[src/rtl/irq_status_unit.sv]
module irq_status_unit #(
  parameter int DW = 16
) (
  input  logic          clk,
  input  logic          rst_n,
  input  logic [DW-1:0] evt_in,
  input  logic          bus_busy,
  input  logic          bus_free_evt,
  input  logic          start_evt,
  input  logic          gcall_evt,
  input  logic          wr_en,
  input  logic [1:0]    wr_sel,
  input  logic [DW-1:0] wr_data,
  input  logic          rd_en,
  input  logic [1:0]    rd_sel,
  output logic [DW-1:0] rd_data,
  output logic          irq,
  output logic          wake_req
);

  localparam logic [DW-1:0] STICKY_M = DW'(16'h6F1F);
  localparam logic [DW-1:0] IEN_M    = DW'(16'h601F);
  localparam logic [DW-1:0] WEN_M    = DW'(16'h636F);
  localparam int            BB_POS   = 12;
  localparam int            NVEC     = 5;

  localparam logic [1:0] SEL_STAT = 2'd0;
  localparam logic [1:0] SEL_IEN  = 2'd1;
  localparam logic [1:0] SEL_WEN  = 2'd2;
  localparam logic [1:0] SEL_VEC  = 2'd3;

  logic [DW-1:0] st_q, ien_q, wen_q;
  logic [DW-1:0] vec_clr, clr_mask, wsrc;
  logic [2:0]    vcode;

  always_comb begin
    vcode   = 3'd0;
    vec_clr = '0;
    for (int i = NVEC - 1; i >= 0; i--) begin
      if (st_q[i]) begin
        vcode   = 3'(i + 1);
        vec_clr = DW'(1) << i;
      end
    end
  end

  assign clr_mask = ((wr_en && wr_sel == SEL_STAT) ? wr_data : '0)
                  | ((rd_en && rd_sel == SEL_VEC)  ? vec_clr : '0);

  assign wsrc = {1'b0, st_q[14:13], 3'b000, st_q[9], bus_free_evt, 1'b0,
                 start_evt, gcall_evt, 1'b0, st_q[4] | st_q[3], st_q[2:0]};

  always_ff @(posedge clk) begin
    if (!rst_n) begin
      st_q     <= '0;
      ien_q    <= '0;
      wen_q    <= '0;
      irq      <= 1'b0;
      wake_req <= 1'b0;
    end else begin
      st_q <= ((st_q & ~clr_mask) | evt_in) & STICKY_M;
      if (wr_en && wr_sel == SEL_IEN) ien_q <= wr_data & IEN_M;
      if (wr_en && wr_sel == SEL_WEN) wen_q <= wr_data & WEN_M;
      irq      <= |(st_q & ien_q);
      wake_req <= |(wsrc & wen_q);
    end
  end

  always_comb begin
    rd_data = '0;
    if (rd_en) begin
      unique case (rd_sel)
        SEL_STAT: begin
          rd_data         = st_q;
          rd_data[BB_POS] = bus_busy;
        end
        SEL_IEN:  rd_data = ien_q;
        SEL_WEN:  rd_data = wen_q;
        default:  rd_data = DW'(vcode);
      endcase
    end
  end

  AST_EVT_WINS: assert property (@(posedge clk) disable iff (!rst_n)
    (|(evt_in & STICKY_M)) |=> ((st_q & $past(evt_in & STICKY_M)) == $past(evt_in & STICKY_M)));

  AST_NO_SPURIOUS_SET: assert property (@(posedge clk) disable iff (!rst_n)
    ((st_q & ~$past(st_q) & ~$past(evt_in)) == '0));

  AST_W1C_AL: assert property (@(posedge clk) disable iff (!rst_n)
    (wr_en && wr_sel == SEL_STAT && wr_data[0] && !evt_in[0]) |=> !st_q[0]);

  AST_VEC_ONE_CLEAR: assert property (@(posedge clk) disable iff (!rst_n)
    (rd_en && rd_sel == SEL_VEC && (|st_q[4:0]) && !(|evt_in[4:0]) && !(wr_en && wr_sel == SEL_STAT))
    |=> ($countones(st_q[4:0]) + 1 == $countones($past(st_q[4:0]))));

  AST_IRQ_QUIET: assert property (@(posedge clk) disable iff (!rst_n)
    !(|(st_q & ien_q)) |=> !irq);

  AST_WAKE_QUIET: assert property (@(posedge clk) disable iff (!rst_n)
    !(|(wsrc & wen_q)) |=> !wake_req);

endmodule

[config.mk]
export PLATFORM = sky130hd
export DESIGN_NAME = irq_status_unit
export DESIGN_NICKNAME = d
export VERILOG_FILES = /design/src/rtl/irq_status_unit.sv
export SDC_FILE = /design/constraint.sdc
export NUM_CORES = 1
export LEC_CHECK = 0
export ABC_AREA = 1
export BUFFER_PORTS_ARGS = -buffer_cell sky130_fd_sc_hd__buf_4
export CORE_MARGIN = 2
export CORE_UTILIZATION = 40
export DETAILED_ROUTE_END_ITERATION = 6
export PLACE_DENSITY = 0.68
export SKIP_CTS_REPAIR_TIMING = 1
export SLEW_MARGIN = 20
export SYNTH_ARGS = -nofsm -noshare
export SYNTH_HDL_FRONTEND = slang
export SYNTH_SLANG_ARGS = --single-unit
[constraint.sdc]
create_clock -name clk -period 2.8 [get_ports clk]
set_input_delay 0.28 -clock clk [delete_from_list [all_inputs] [get_ports clk]]
set_output_delay 0.28 -clock clk [all_outputs]
set_load 0.005 [all_outputs]
[After elaboration in Yosys (flattened, before gate mapping)]
Cells that the tools add are included.
Word-level totals
  flip-flop bits (word level): 30
  logic and storage cells: 39
Cells by class
  equal/unequal tests: 5
  multiplexer cells: 14
  bitwise operators: 7
  reduce and logical (&&, ||, !) cells: 8
Operators with widths (count)
  15-bit AND: 3
  15-bit 2-to-1 mux: 3
  15-bit case mux with 3 select lines: 1
  16-bit OR reduction: 2
  15-bit OR: 2
  5-bit 2-to-1 mux: 4
  16-bit 2-to-1 mux: 1
  3-bit 2-to-1 mux: 5
  15-bit NOT: 1
  2-bit equality test (second input constant): 3
  2-bit by 1-bit equality test with 1-bit output (second input constant): 2
  1-bit logical AND: 4
  2-bit logical NOT: 2
  1-bit OR: 1

[Logic depth before layout (Yosys ltp)]
Gate-level depths: netlist of the first run.
  depth after elaboration: 10
  depth in mapped cells: 7

[Worst setup path before layout of the first run]
Ideal clock, no wire load.
  kind: input to output
  from: input rd_sel[0]
  to: output rd_data[2]
  arrival: 936 ps
  required time: 2520 ps
  slack: 1584 ps
  cell stages on the path: 6
  cells stage by stage: buf_4 nor2_4 nand2_1 o22ai_1 nand2_1 inv_1
Between the ends
  word-level cells in the longest chain between the ends: 3
  elaborated cells on any way between the ends: 5
  those cells by class: eq/ne (2); mux (2); reduce/logical (1)
Ends and longest elaborated chain
  start: declaration: line 15  | input logic [1:0] rd_sel,
  2-bit equality test (tied with other cells): line 72  | unique case (rd_sel)
  15-bit case mux with 3 select lines (*): line 72
  16-bit 2-to-1 mux (*): line 71  | if (rd_en) begin
  end: declaration: line 16  | output logic [DW-1:0] rd_data,
Mark *: on every way between the ends. The rest lies on a longest branch, timed or not.

[Final worst setup path of the first run]
  from: register st_q[2]
  to: output rd_data[2]
Between the ends
  word-level cells in the longest chain between the ends: 5
Ends and longest elaborated chain
  start: declaration: line 32  | logic [DW-1:0] st_q, ien_q, wen_q;
  start signal: assignment: line 61  | st_q <= ((st_q & ~clr_mask) | evt_in) & STICKY_M;
  3-bit 2-to-1 mux (3 in a row): line 40  | if (st_q[i]) begin
  15-bit case mux with 3 select lines (*): line 72
  16-bit 2-to-1 mux (*): line 71
Marks and branches as above.

==> results.json, run 1 <==
{
  "p_leak_nw": 0.989,
  "first_global_vias": 1550,
  "via_count": 1703,
  "cts_tree": "done",
  "status": "completed",
  "hold_violations": 0,
  "grt_pass1_wl_um": 7070,
  "final_layout_size_suffix_gt1_frac": 0.224,
  "yosys-top-cells-area": "dfxtp_1 (38%), nand2_1 (11%), a21oi_1 (8.9%)",
  "first_pass_iters": 4,
  "fin_crit_sh": 0.584,
  "cp-startpoint": "st_q[2]",
  "antenna_found_initial": 0,
  "synth_area_um2": 1570,
  "place_congestion": 0.870,
  "drc": 0,
  "drt-initial-drc-count": 126,
  "h-tree-depth": 2,
  "synth_top_area_frac": 0.383,
  "slew_violations": 0,
  "worstSetupEndpoint": "rd_data[2]",
  "ant_nets": 0,
  "cp-start-kind": "flip-flop",
  "core_um2": 3720,
  "clock_skew_ns": 0.00731,
  "crit_arrival_ns": 1.35,
  "clock_sinks": 30,
  "clockBufferDepth": 2,
  "powerDensity_nw_per_um2": 487,
  "clk_latency_ns": 0.28,
  "die_w_um": 66.6,
  "relSlewSlack": 0.409,
  "grtUsageMet3": 0.0405,
  "ios": 62,
  "path_class": "reg -> out",
  "ff2ff_setup_slack_ns": 1.78,
  "crit_required_ns": 2.52,
  "rsz0062_at_grt": "no",
  "worst-path-max-fanout": 4,
  "ys_types": 22,
  "ys_seq_area_frac": 0.383,
  "grt.busiest_layer": "met2",
  "fin_crit_ns": 1.63,
  "area_growth_pct": 30.7,
  "ys_warn_count": 0,
  "ir_worst_vdd_mv": 0.233,
  "tightest_slew_ns": 0.884,
  "grt_use_total": 0.213,
  "r2r_end": "st_q[3]",
  "clock_tree.root_cell": "clkbuf_8",
  "nets": 337,
  "syn_inst": 245,
  "r2r-start": "st_q[2]",
  "synth_area_leader_cell": "dfxtp_1",
  "maxCapViolCount": 0,
  "grt.overflow.total": 0,
  "dpl.hpwl_um": 3120,
  "setup_tns_ns": 0,
  "fp-row-count": 22,
  "routedWlPerCell_um": 12.3,
  "endpoint_kind": "primary output",
  "layout_commonest_cell": "buf_4",
  "antenna_cells": 0,
  "grtUsageMet2": 0.334,
  "path_clk_slew_ns": 0.07,
  "via_per_inst": 4.98,
  "power.total_mw": 0.999,
  "grt_start_max_net_pins": 21,
  "io_buffers": 51,
  "final-setup-viol-count": 0,
  "cts_buffers": 5,
  "ys_ff_latch": 30,
  "clock.fmax_mhz": 612,
  "floorplan.die_area_um2": 4440,
  "die_y_um": 66.6,
  "final_cell_mix": "buf_4 (51), nand2_1 (47), nor2_1 (35), inv_1 (33), dfxtp_1 (30)",
  "fill_cells": 407,
  "use_met1": 0.280,
  "routed_wl_um": 4220,
  "hp-class": "in -> reg",
  "start_util": 0.422,
  "ff2ff_path_depth": 6,
  "syn-mean-instance-area_um2": 6.40
}
## synthesized netlist by cell type
cell	instances
buf_4	3
o211ai_2	2
a31oi_1	2
nor2_2	2
nand3b_1	1
inv_1	33
a21oi_1	28
clkbuf_2	1
clkbuf_1	3
nand2_1	47
nor2_1	35
a22oi_1	1
nand3_1	20
buf_2	2
inv_2	2
o21ai_0	24
dfxtp_1	30
nor2_4	2
buf_1	2
conb_1	1
nor3_1	3
o22ai_1	1
## critical path, cell delays in order, from the launching register on
cell and delay (ns):
dfxtp_1 0.34, inv_1 0.12, nand2_1 0.08, nor2_1 0.16
o21ai_0 0.12, nand2_1 0.07, nand2_1 0.05, inv_1 0.05
buf_4 0.09
## power breakdown
group          internal (mW)  switching [mW]
clock network          0.198           0.158
registers              0.454          0.0210
logic                 0.0784          0.0894
## state kept, by name, indices dropped and copies added, names as in the netlist
name,flops
wake_req,1
irq,1
st_q,11
ien_q,7
wen_q,10
## final cells by class
class | instances | area, µm² | area share
clock inverters | 1 | 5.00 | 0.00244
inverters | 35 | 131 | 0.0641
well taps | 48 | 60.1 | 0.0293
clock buffers | 7 | 86.3 | 0.0421
repair buffers | 51 | 383 | 0.187
multi-input cells | 170 | 785 | 0.383
flip-flops and latches | 30 | 601 | 0.293
## per-layer routing
metal  wire (µm)  vias up  share of wire
li1            -      880              -
met1        1920      768           0.46
met2        1940       47           0.46
met3         271        8          0.064
met4          80        0          0.019
met5           0        -              0
## cell families after synthesis
family | after synthesis | synth area share
DFF | 30 | 0.383
AOI/OAI and AO/OA | 58 | 0.199
buffers and inverters | 46 | 0.120
and+or+nand+nor | 110 | 0.297
other | 1 | 0.00239
## metrics by stage
step | setup slack, ns | hold slack, ns | std cells | util | area, µm²
after detailed placement | 1.24 | 0.455 | 334 | 0.527 | 1960
after CTS | 1.16 | 0.202 | 342 | 0.552 | 2050
final | 1.17 | 0.201 | 342 | 0.552 | 2050
after global routing | 1.00 | 0.203 | 342 | 0.552 | 2050
after global placement | 1.24 | 0.449 | 334 | 0.527 | 1960
after floorplan | 1.58 | 0.397 | 246 | - | 1570
## how the worst min path moves through the flow
stage / start / end / slack, ns / cells past startpoint
after floorplan: evt_in[10] / st_q[10] / 0.40 / 2
after global placement: wen_q[2] / wen_q[2] / 0.45 / 2
after detailed placement: wen_q[2] / wen_q[2] / 0.45 / 2
after CTS: evt_in[9] / st_q[9] / 0.20 / 3
after global routing: evt_in[11] / st_q[11] / 0.20 / 3
final: evt_in[9] / st_q[9] / 0.20 / 3
Power figures use the tool's default switching activity.
==> run 2, diff against run 1 <==
==> constraint.sdc (replaced) <==
create_clock -name clk -period 1.6 [get_ports clk]
set_input_delay 0.16 -clock clk [delete_from_list [all_inputs] [get_ports clk]]
set_output_delay 0.16 -clock clk [all_outputs]
set_load 0.005 [all_outputs]
==> run 2 against run 1 <==
  * Total power rose by 74%
  * Worst hold slack got worse by 0.11 ns
  * Cell count is 0.88% higher
  * Combinational power rose by 76%
  * Setup slack worse by 1.0 ns
  * Die area is the same
  * Critical path depth decreased by 2
  * Critical path type unchanged
  * First-iteration DRC count fell by 21%
  * Non-clock buffer count increased by 3
  * Global-route usage decreased by 0.57 points
  * Core utilization rose by 0.71 points
  * Cell area increased by 1.3%
==> results.json, run 2 (synthesis gave the netlist of run 1 again) <==
{
  "status": "completed",
  "largest_reg_flops": 11,
  "final-setup-viol-count": 0,
  "first_global_vias": 1572,
  "grt_pass1_wl_um": 6980,
  "placed_cell_area_um2": 1980,
  "grt.overflow.total": 0,
  "start_util": 0.422,
  "switching_share": 0.264,
  "path_clk_slew_ns": 0.06,
  "path_class": "reg -> out",
  "clockBufferDepth": 2,
  "hold_violations": 0,
  "largestRegisters": "st_q (11), wen_q (10), ien_q (7)",
  "p_clk_frac": 0.352,
  "power_frac_seq": 0.478,
  "via_count": 1698,
  "drt-initial-drc-count": 99,
  "final_cell_mix": "buf_4 (54), nand2_1 (47), nor2_1 (34), inv_1 (32), dfxtp_1 (29)",
  "ant_nets": 0,
  "worst-path-max-fanout": 5,
  "crit_required_ns": 1.44,
  "grt_use_total": 0.207,
  "top_register": "st_q",
  "powerDensity_nw_per_um2": 839,
  "fin_crit_ns": 1.44,
  "p_switching_mw": 0.460,
  "setup_tns_ns": 0,
  "clock_skew_ns": 0.00336,
  "antenna_cells": 0,
  "fin_crit_sh": 0.901,
  "routed_wl_um": 4150,
  "slew_violations": 0,
  "layout_commonest_cell": "buf_4",
  "clock.fmax_mhz": 693,
  "grt_start_max_net_pins": 21,
  "fill_cells": 398,
  "crit_arrival_ns": 1.28,
  "endpoint_kind": "primary output",
  "nets": 340,
  "die_y_um": 66.6,
  "fp-row-count": 22,
  "p_int_mw": 1.28,
  "critPathMaxStageDelay_ns": 0.41,
  "crit_chain": "inv_1, nand2_1, a21oi_1, nor3_1, nor2_1, buf_4",
  "final_cell_area_um2": 2080,
  "cts_buffers": 5,
  "routedWlPerCell_um": 12.0,
  "ir_worst_vdd_mv": 0.491,
  "dpl.hpwl_um": 3130,
  "floorplan.die_area_um2": 4440,
  "p_comb_frac": 0.170,
  "drc": 0,
  "via_per_inst": 4.92,
  "rsz0062_at_grt": "no",
  "antenna_found_initial": 0,
  "critPathSlowestCell": "dfxtp_1",
  "clock_tree.root_cell": "clkbuf_8",
  "die_w_um": 66.6,
  "h-tree-depth": 2,
  "clk_latency_ns": 0.28,
  "area_growth_pct": 32.4,
  "maxCapViolCount": 0,
  "cts_tree": "done",
  "place_congestion": 0.826,
  "first_pass_iters": 4,
  "p_leak_nw": 1.00,
  "io_buffers": 51,
  "clock_sinks": 30,
  "ios": 62,
  "cp-start-kind": "flip-flop",
  "hp-class": "in -> reg",
  "final_layout_size_suffix_gt1_frac": 0.242,
  "core_um2": 3720
}
run 2: changes by cell type in the layout (fill, tap and decap cells not counted):
cell	previous run	this run
inv_1	33	32
nor2_1	35	34
buf_4	51	54
dfxtp_1	30	29
dfxtp_2	0	1
inv_2	2	3
nor2_2	2	3
run 2: path summary, 6_finish.rpt:
check | start | end | slack (ns) | cells after the start
hold reg to reg | wen_q[8] | wen_q[8] | 0.47 | 2
hold / removal | evt_in[14] | st_q[14] | 0.09 | 3
setup reg to reg | st_q[0] | st_q[2] | 0.63 | 4
setup / recovery | st_q[3] | rd_data[0] | 0.16 | 6
run 2: layout make-up:
| type | count | area, µm² | share of cell area |
|---|---|---|---|
| clock inverters | 1 | 5.00 | 0.00241 |
| multi-input cells | 170 | 787 | 0.379 |
| clock buffers | 7 | 86.3 | 0.0416 |
| well taps | 48 | 60.1 | 0.0289 |
| repair buffers | 54 | 405 | 0.195 |
| flip-flops and latches | 30 | 602 | 0.290 |
| inverters | 35 | 131 | 0.0633 |
run 2: routing by layer:
| metal | GRT usage | wire (µm) | up-vias | share of wire |
|---|---|---|---|---|
| li1 | - | - | 880 | - |
| met1 | 0.261 | 1880 | 753 | 0.45 |
| met2 | 0.341 | 1930 | 58 | 0.47 |
| met3 | 0.0490 | 271 | 7 | 0.065 |
| met4 | 0.0791 | 65 | 0 | 0.016 |
| met5 | 0 | 0 | - | 0 |
run 2: stage by stage:
| step | cells | worst slack [ns] | util | hold WS [ns] | power, mW |
|---|---|---|---|---|---|
| global route | 345 | 0.0355 | 0.559 | 0.0801 | 1.84 |
| floorplan | 246 | 0.607 | - | 0.277 | 1.00 |
| CTS | 345 | 0.101 | 0.558 | 0.0844 | 1.76 |
| global placement | 337 | 0.339 | 0.533 | 0.368 | 1.14 |
| detailed placement | 337 | 0.325 | 0.533 | 0.375 | 1.14 |
| finish | 345 | 0.158 | 0.559 | 0.0873 | 1.74 |
run 2: power by group through the flow:
| stage | clock, mW | sequential, mW | combinational, mW |
|---|---|---|---|
| after floorplan | 0 | 0.837 | 0.163 |
| after global placement | 0 | 0.848 | 0.293 |
| after detailed placement | 0 | 0.848 | 0.297 |
| after CTS | 0.625 | 0.832 | 0.298 |
| after global routing | 0.665 | 0.839 | 0.338 |
| final | 0.614 | 0.833 | 0.296 |
run 2: critical path: cells and delay by family (launching register included):
family,cells,cell delay (ns)
AND/OR/NAND/NOR,3,0.33
AO/OA/AOI/OAI,1,0.07
buffers and inverters,2,0.20
flip-flops,1,0.41
==> run 3, diff against run 2 <==
==> constraint.sdc (replaced) <==
create_clock -name clk -period 1.6 [get_ports clk]
set_input_delay 0.08 -clock clk [delete_from_list [all_inputs] [get_ports clk]]
set_output_delay 0.08 -clock clk [all_outputs]
set_load 0.005 [all_outputs]
==> run 3 against run 2 <==
  * The flow now finishes with violations (negative hold slack)
  * Sequential share of layout area hardly changed
  * Clock power decreased by 2%
  * Wire length increased by 2.5%
  * Fmax rose by 3.3%
  * Critical path depth grew 2
  * Worst hold slack got worse by 0.090 ns
  * Setup slack improved by 0.045 ns
  * Core utilization shrank 0.067 points
  * Largest cell class unchanged
==> results.json, run 3 (synthesis gave the netlist of run 1 again) <==
{
  "first_pass_iters": 4,
  "drt-initial-drc-count": 107,
  "via_per_inst": 4.93,
  "via_count": 1695,
  "status": "complete, but fails checks",
  "met2_length_um": 2030,
  "clk_latency_ns": 0.28,
  "dpl.hpwl_um": 3120,
  "grt_pass1_wl_um": 6940,
  "crit_required_ns": 1.52,
  "rsz0062_at_grt": "no",
  "crit_arrival_ns": 1.32,
  "final_cell_mix": "buf_4 (54), nand2_1 (47), nor2_1 (35), inv_1 (33), dfxtp_1 (30)",
  "grt.overflow.total": 0,
  "ir_worst_vdd_mv": 0.424,
  "powerDensity_nw_per_um2": 836,
  "path_class": "reg -> out",
  "cts_buffers": 5,
  "die_y_um": 66.6,
  "first_global_vias": 1536,
  "ff2ff_setup_slack_ns": 0.60,
  "h-tree-depth": 2,
  "wl_met3_um": 232,
  "core_um2": 3720,
  "clock_tree.root_cell": "clkbuf_8",
  "setup_slack_ns": 0.203,
  "floorplan.die_area_um2": 4440,
  "p_leak_nw": 1.00,
  "antenna_cells": 0,
  "violations": "negative hold slack",
  "worst-path-max-fanout": 4,
  "cts_tree": "done",
  "setup_tns_ns": 0,
  "io_buffers": 51,
  "clock_skew_ns": 0.00275,
  "fin_crit_ns": 1.40,
  "holdWs_ns": -0.00315,
  "antenna_found_initial": 0,
  "nets": 341,
  "cp-start-kind": "flip-flop",
  "start_util": 0.422,
  "wl_met1_um": 1930,
  "final-setup-viol-count": 0,
  "hp-class": "in -> reg",
  "area_growth_pct": 32.2,
  "maxCapViolCount": 0,
  "path_clk_slew_ns": 0.06,
  "largest_reg_flops": 11,
  "place_ws_ns": 0.480,
  "fp-row-count": 22,
  "endpoint_kind": "primary output",
  "grt_start_max_net_pins": 21,
  "place_congestion": 0.839,
  "clockBufferDepth": 2,
  "fin_util": 0.558,
  "clock.fmax_mhz": 716,
  "routedWlPerCell_um": 12.4,
  "fin_crit_sh": 0.873,
  "clock_sinks": 30,
  "grt_use_total": 0.211,
  "ios": 62,
  "slew_violations": 0,
  "ant_nets": 0,
  "power.total_mw": 1.73,
  "hold_violations": 2,
  "drc": 0,
  "top_register": "st_q",
  "die_w_um": 66.6,
  "layout_commonest_cell": "buf_4",
  "final_layout_size_suffix_gt1_frac": 0.230,
  "largestRegisters": "st_q (11), wen_q (10), ien_q (7)",
  "highest_layer": "met4",
  "routed_wl_um": 4250
}
==> run 3: power by group <==
part           internal, mW  switching (mW)  total (mW)
sequential            0.795          0.0368       0.832
combinational         0.143           0.156       0.299
clock                 0.331           0.272       0.603
total                  1.27           0.465        1.73
==> run 3: path summary, 6_finish.rpt <==
path / depth (start not counted) / from / to
worst min register to register: 2 / wen_q[0] / wen_q[0]
worst max-delay path: 8 / st_q[2] / rd_data[2]
worst max register to register: 6 / st_q[2] / st_q[4]
worst min-delay path: 3 / evt_in[8] / st_q[8]
==> run 3: worst max-delay path: stages (launching register included) <==
cell     delay, ns
dfxtp_1       0.34
inv_1         0.10
nand2_1       0.07
nor2_1        0.15
o21ai_0       0.11
nand2_1       0.07
nand2_1       0.05
inv_1         0.05
buf_4         0.09
==> run 3: layout make-up <==
class / instances / area, µm²
multi-input cells: 170 / 785
well taps: 48 / 60.1
inverters: 35 / 131
flip-flops and latches: 30 / 601
repair buffers: 55 / 415
fillers: 387 / 1640
clock buffers: 6 / 82.6
==> run 3: metal layers <==
metal  global-route usage  vias to the layer above
met5                    0                        -
met4               0.0689                        0
met3               0.0557                        7
met2                0.356                       44
met1                0.259                      767
li1                     -                      877
==> run 3: stage by stage <==
stage               instance area (µm²)  instances
floorplan                          1570        246
global placement                   1980        337
detailed placement                 1980        337
CTS                                2060        343
global route                       2070        344
finish                             2070        344
